File: src/rtl/ae_bus_pkg.sv
package ae_bus_pkg;

    // Ownership state of the shared almost-empty status bus
    typedef enum logic {
        ST_RELEASED = 1'b0,
        ST_OWNER    = 1'b1
    } own_state_t;

    // Transition taken on a clock edge
    typedef enum logic [1:0] {
        TR_KEEP  = 2'd0,
        TR_CLAIM = 2'd1,
        TR_YIELD = 2'd2
    } own_trans_t;

endpackage

File: src/rtl/ae_addr_decode.sv
module ae_addr_decode #(
    parameter int DEV_W  = 3,
    parameter int NQ     = 4,
    parameter int DEV_ID = 0,
    localparam int QW     = (NQ > 1) ? $clog2(NQ) : 1,
    localparam int ADDR_W = DEV_W + QW
) (
    input  logic [ADDR_W-1:0] addr_i,
    output logic              dev_hit_o,
    output logic [QW-1:0]     queue_o
);
    localparam logic [DEV_W-1:0] MY_ID = DEV_W'(DEV_ID);

    logic [DEV_W-1:0] dev_field;

    always_comb begin
        dev_field = addr_i[ADDR_W-1:QW];
        queue_o   = addr_i[QW-1:0];
        dev_hit_o = (dev_field == MY_ID);
    end
endmodule

File: src/rtl/ae_owner_fsm.sv
module ae_owner_fsm
    import ae_bus_pkg::*;
#(
    parameter int DEV_ID = 0
) (
    input  logic       clk,
    input  logic       rst_n,
    input  logic       strobe_i,
    input  logic       dev_hit_i,
    output own_state_t state_o,
    output logic       claim_o
);
    localparam own_state_t RESET_ST = (DEV_ID == 0) ? ST_OWNER : ST_RELEASED;

    own_state_t state_q, state_d;
    own_trans_t trans;

    always_comb begin
        trans = TR_KEEP;
        if (strobe_i) begin
            unique case (state_q)
                ST_RELEASED: trans = dev_hit_i ? TR_CLAIM : TR_KEEP;
                ST_OWNER:    trans = dev_hit_i ? TR_KEEP  : TR_YIELD;
                default:     trans = TR_KEEP;
            endcase
        end
    end

    always_comb begin
        state_d = state_q;
        unique case (trans)
            TR_CLAIM: state_d = ST_OWNER;
            TR_YIELD: state_d = ST_RELEASED;
            default:  state_d = state_q;
        endcase
    end

    always_ff @(posedge clk) begin
        if (!rst_n) state_q <= RESET_ST;
        else        state_q <= state_d;
    end

    always_comb begin
        state_o = state_q;
        claim_o = strobe_i && dev_hit_i;
    end
endmodule

File: src/rtl/ae_flag_capture.sv
module ae_flag_capture #(
    parameter int NQ = 4,
    localparam int QW = (NQ > 1) ? $clog2(NQ) : 1
) (
    input  logic          clk,
    input  logic          rst_n,
    input  logic [NQ-1:0] flags_i,
    input  logic          sel_load_i,
    input  logic [QW-1:0] sel_i,
    output logic [NQ-1:0] flags_o,
    output logic          sel_flag_o
);
    logic [NQ-1:0] flags_q;
    logic [QW-1:0] sel_q;

    always_ff @(posedge clk) begin
        if (!rst_n) begin
            flags_q <= '1;
            sel_q   <= '0;
        end else begin
            flags_q <= flags_i;
            if (sel_load_i) sel_q <= sel_i;
        end
    end

    always_comb begin
        flags_o    = flags_q;
        sel_flag_o = 1'b1;
        for (int i = 0; i < NQ; i++) begin
            if (QW'(i) == sel_q) sel_flag_o = flags_q[i];
        end
    end
endmodule

File: src/rtl/ae_status_bus_driver.sv
module ae_status_bus_driver
    import ae_bus_pkg::*;
#(
    parameter int DEV_W  = 3,
    parameter int NQ     = 4,
    parameter int DEV_ID = 0,
    localparam int QW     = (NQ > 1) ? $clog2(NQ) : 1,
    localparam int ADDR_W = DEV_W + QW
) (
    input  logic              clk,
    input  logic              rst_n,
    input  logic              rd_strobe,
    input  logic [ADDR_W-1:0] rd_addr,
    input  logic [NQ-1:0]     q_ae_n,
    output logic [NQ-1:0]     ae_bus_o,
    output logic              ae_bus_oe,
    output logic              ae_disc_o,
    output logic              ae_disc_oe
);
    logic          dev_hit;
    logic [QW-1:0] queue_sel;
    own_state_t    state;
    logic          claim;
    logic [NQ-1:0] flags_reg;
    logic          sel_flag;

    ae_addr_decode #(.DEV_W(DEV_W), .NQ(NQ), .DEV_ID(DEV_ID)) dec_i (
        .addr_i    (rd_addr),
        .dev_hit_o (dev_hit),
        .queue_o   (queue_sel)
    );

    ae_owner_fsm #(.DEV_ID(DEV_ID)) fsm_i (
        .clk       (clk),
        .rst_n     (rst_n),
        .strobe_i  (rd_strobe),
        .dev_hit_i (dev_hit),
        .state_o   (state),
        .claim_o   (claim)
    );

    ae_flag_capture #(.NQ(NQ)) flg_i (
        .clk        (clk),
        .rst_n      (rst_n),
        .flags_i    (q_ae_n),
        .sel_load_i (claim),
        .sel_i      (queue_sel),
        .flags_o    (flags_reg),
        .sel_flag_o (sel_flag)
    );

    // Output process: enables decode the registered state only
    always_comb begin
        unique case (state)
            ST_OWNER: begin
                ae_bus_o   = flags_reg;
                ae_bus_oe  = 1'b1;
                ae_disc_o  = sel_flag;
                ae_disc_oe = 1'b1;
            end
            default: begin
                ae_bus_o   = '1;
                ae_bus_oe  = 1'b0;
                ae_disc_o  = 1'b1;
                ae_disc_oe = 1'b0;
            end
        endcase
    end
endmodule

File: config.mk
export PLATFORM = sky130hd
export DESIGN_NAME = ae_status_bus_driver
export DESIGN_NICKNAME = d
export VERILOG_FILES = /design/src/rtl/ae_bus_pkg.sv /design/src/rtl/ae_addr_decode.sv /design/src/rtl/ae_owner_fsm.sv /design/src/rtl/ae_flag_capture.sv /design/src/rtl/ae_status_bus_driver.sv
export SDC_FILE = /design/constraint.sdc
export NUM_CORES = 1
export LEC_CHECK = 0
export CAP_MARGIN = 20
export CELL_PAD_IN_SITES_DETAIL_PLACEMENT = 0
export CELL_PAD_IN_SITES_GLOBAL_PLACEMENT = 2
export CORE_MARGIN = 10
export CORE_UTILIZATION = 19
export DETAILED_ROUTE_END_ITERATION = 6
export PLACE_DENSITY = 0.76
export SLEW_MARGIN = 20
export SYNTH_ARGS = -nofsm -noshare
export SYNTH_HDL_FRONTEND = slang
export SYNTH_HIERARCHICAL = 1
export SYNTH_SLANG_ARGS = --single-unit
File: constraint.sdc
create_clock -name clk -period 1.6 [get_ports clk]
set_input_delay 0.24 -clock clk [delete_from_list [all_inputs] [get_ports clk]]
set_output_delay 0.24 -clock clk [all_outputs]
set_load 0.01 [all_outputs]
==> impl_metrics.yaml <==
setup_path:
  r2r_start: "fsm_i/state_o$_SDFFE_PN1P_"
  criticalPathCategory: "flop to output pin"
  cp_max_fo: 2
  cp.arrival_ns: 1.33
  slowest_delay_ns: 0.47
  cp-end-kind: "output pin"
  cp.required_ns: 1.36
  path_delay_family: "multiplexers"
  startpoint_type: "flop"
  critPathBufInv: 1
  cp-startpoint: "flg_i/sel_q[0]$_SDFFE_PN0P_"
  cp_slowest_cell: "mux4_2"
  path_cells: "mux4_2 > nand2b_1 > buf_2"
route:
  drtIter0Drc: 2
  first_pass_iters: 2
  dr_total_vias: 269
  wl_per_cell_um: 10.3
  antenna_left: 0
  via_per_inst: 3.45
  remaining_drc_errors: 0
  wirelength_um: 806
placement:
  numPortBuffers: 18
  place.gp.congestion: 0.598
  placed_cells: 73
floorplanning:
  die_height_um: 62.2
  rows: 15
  die_w_um: 62.2
  initial_core_util_pct: 19.9
  ios: 19
  die_area_mm2: 0.00387
  coreArea_mm2: 0.00171
power:
  power.internal_mw: 0.337
  total_power_mw: 0.435
  pwr-share-seq_pct: 43.7
  swShare_pct: 22.5
  pwr_density_cell_mw_per_mm2: 768
  leakage_nw: 0.208
  peakVddDrop_v: 0.000278
  comb_power_share_pct: 19.2
  clkPwrFrac_pct: 37.1
  p_sw_mw: 0.0980
clocking:
  cts_sinks: 7
  clkTransAtPathRegs_ns: 0.06
  tritoncts: "done"
  insertion_delay_ns: 0.25
  cts_buffers: 3
  cts-htree-levels: 1
  clockBufferDepth: 2
  ctsRootBufferMaster: "clkbuf_4"
logic_synthesis:
  synth_area_per_cell_um2: 10.6
  synth_edf_count: 0
  synth_most_common_cell: "nand2b_1"
  synth_seq_cells: 7
  yosys_most_used_dff: "dfxtp_1"
  syn_area_um2: 339
  synth_commonest_cells: "nand2b_1 (10), dfxtp_1 (7), nor2b_1 (4)"
  synth_top_area_share_pct: 41.3
  yosys.area.top_type: "dfxtp_1"
  syn-num-nets: 45
  synth.area.top_cells: "dfxtp_1 (41%), nand2b_1 (18%), nor2b_1 (7.4%)"
  ys_seq_area_share_pct: 41.3
  synth_cell_types: 11
  synthArstFlopShare_pct: 0
  netlist_instances: 32
  yosysWarnings: 6
final_layout:
  layoutNonFillerInstCount: 78
  nFillCells: 181
  final_layout_size_suffix_gt1_share_pct: 20.8
  post-route-util_pct: 33.2
  n_antenna_cell: 0
  nets: 67
  syn_to_final_growth_pct: 67.2
timing:
  min_period_ns: 1.57
  hold_viol: 0
  finalCritPeriodShare_pct: 98.4
  worst_pin_slew_ns: 0.259
  slew_headroom_pct: 82.7
  fmax_mhz: 635
  drv_slew: 0
  grt_setup_unrepaired: "yes"
  setup_viol: 0
  finalClockSkew_ns: 0
grt:
  grt_use_total_pct: 4.62
  grt_pass1_vias: 288
  antenna_found_initial: 0
  grt_max_degree: 11
  grt_pass1_wl_mm: 1.36
  gr-total-overflow: 0
outcome:
  run_status: "completed"
min_path:
  hold_class: "input pin to flop"
  hold_start: "q_ae_n[2]"
job:
  cap_violations: 0
layer usage:
metal  vias up  GRT usage [%]  wire length (um)
li1        143              -                 -
met1       117           3.64               267
met2         7           7.44               450
met3         2           3.23                79
met4         0           4.29                 9
met5         -              0                 0
placed cells by master, fill, tap and decap left out:
cell,Yosys,final
buf_2,0,1
mux4_2,1,1
nor3_2,1,1
mux2i_1,2,2
clkbuf_1,0,1
nand2b_1,10,10
and2_1,1,1
and3b_1,1,1
dfxtp_1,7,5
ha_1,1,1
dfxtp_2,0,2
buf_4,3,2
clkdlybuf4s50_1,0,17
nor2b_1,4,4
clkbuf_4,0,3
o21ai_2,1,1
path summary, 6_finish.rpt:
kind | endpoint | slack, ns | depth (start not counted)
setup / recovery | ae_disc_o | 0.03 | 3
hold / removal | flg_i/flags_o[2]$_SDFF_PN1_ | 0.54 | 2
setup reg to reg | fsm_i/state_o$_SDFFE_PN1P_ | 0.42 | 4
hold reg to reg | flg_i/sel_q[1]$_SDFFE_PN0P_ | 0.55 | 2
timing repair:
item,in CTS,in global routing
setup buffers,0,1
hold buffers,0,0
setup endpoints to repair,5,1
gates resized for setup,6,0
sequential cells by signal, indices dropped and copies added (netlist names):
signal         flops
fsm_i/state_o      1
flg_i/sel_q        2
flg_i/flags_o      4
metrics by stage:
step / hold slack [ns] / TNS, ns / setup slack, ns / area [um^2]
after floorplan: 0.299 / 0 / 0.324 / 339
after global placement: 0.523 / -0.172 / -0.0932 / 536
after detailed placement: 0.542 / -0.196 / -0.102 / 536
after CTS: 0.533 / -0.000283 / -0.000283 / 559
after global routing: 0.549 / -0.00968 / -0.00968 / 567
final: 0.542 / 0 / 0.0257 / 567
power groups by stage:
stage / registers [mW] / logic, mW / clock network (mW)
floorplan: 0.192 / 0.0354 / 0
global placement: 0.194 / 0.0859 / 0
detailed placement: 0.194 / 0.0862 / 0
CTS: 0.190 / 0.0846 / 0.172
global route: 0.192 / 0.0903 / 0.179
finish: 0.190 / 0.0836 / 0.161
worst reg2reg max path: cells and delay by family (launching register included):
family	cells	cell delay [ns]
AND/OR/NAND/NOR	2	0.35
adder cells (fa/ha/maj)	1	0.28
AO/OA/AOI/OAI	1	0.07
flip-flops	1	0.37
area by class of cell:
| cell class | count | area, um^2 | share of cell area [%] |
|---|---|---|---|
| multi-input cells | 22 | 176 | 31.1 |
| clock buffers | 4 | 26.3 | 4.64 |
| repair buffers | 20 | 190 | 33.6 |
| well taps | 25 | 31.3 | 5.52 |
| flip-flops and latches | 7 | 143 | 25.2 |
cell families after synthesis:
| kind of cell | Yosys count | synth area share, % |
|---|---|---|
| fa+ha+maj | 1 | 3.69 |
| compound gates | 1 | 2.58 |
| buf+inv | 3 | 6.64 |
| mux | 3 | 12.5 |
| flops | 7 | 41.3 |
| simple gates | 17 | 33.2 |
Note: power is estimated with default switching activity, not from simulation.
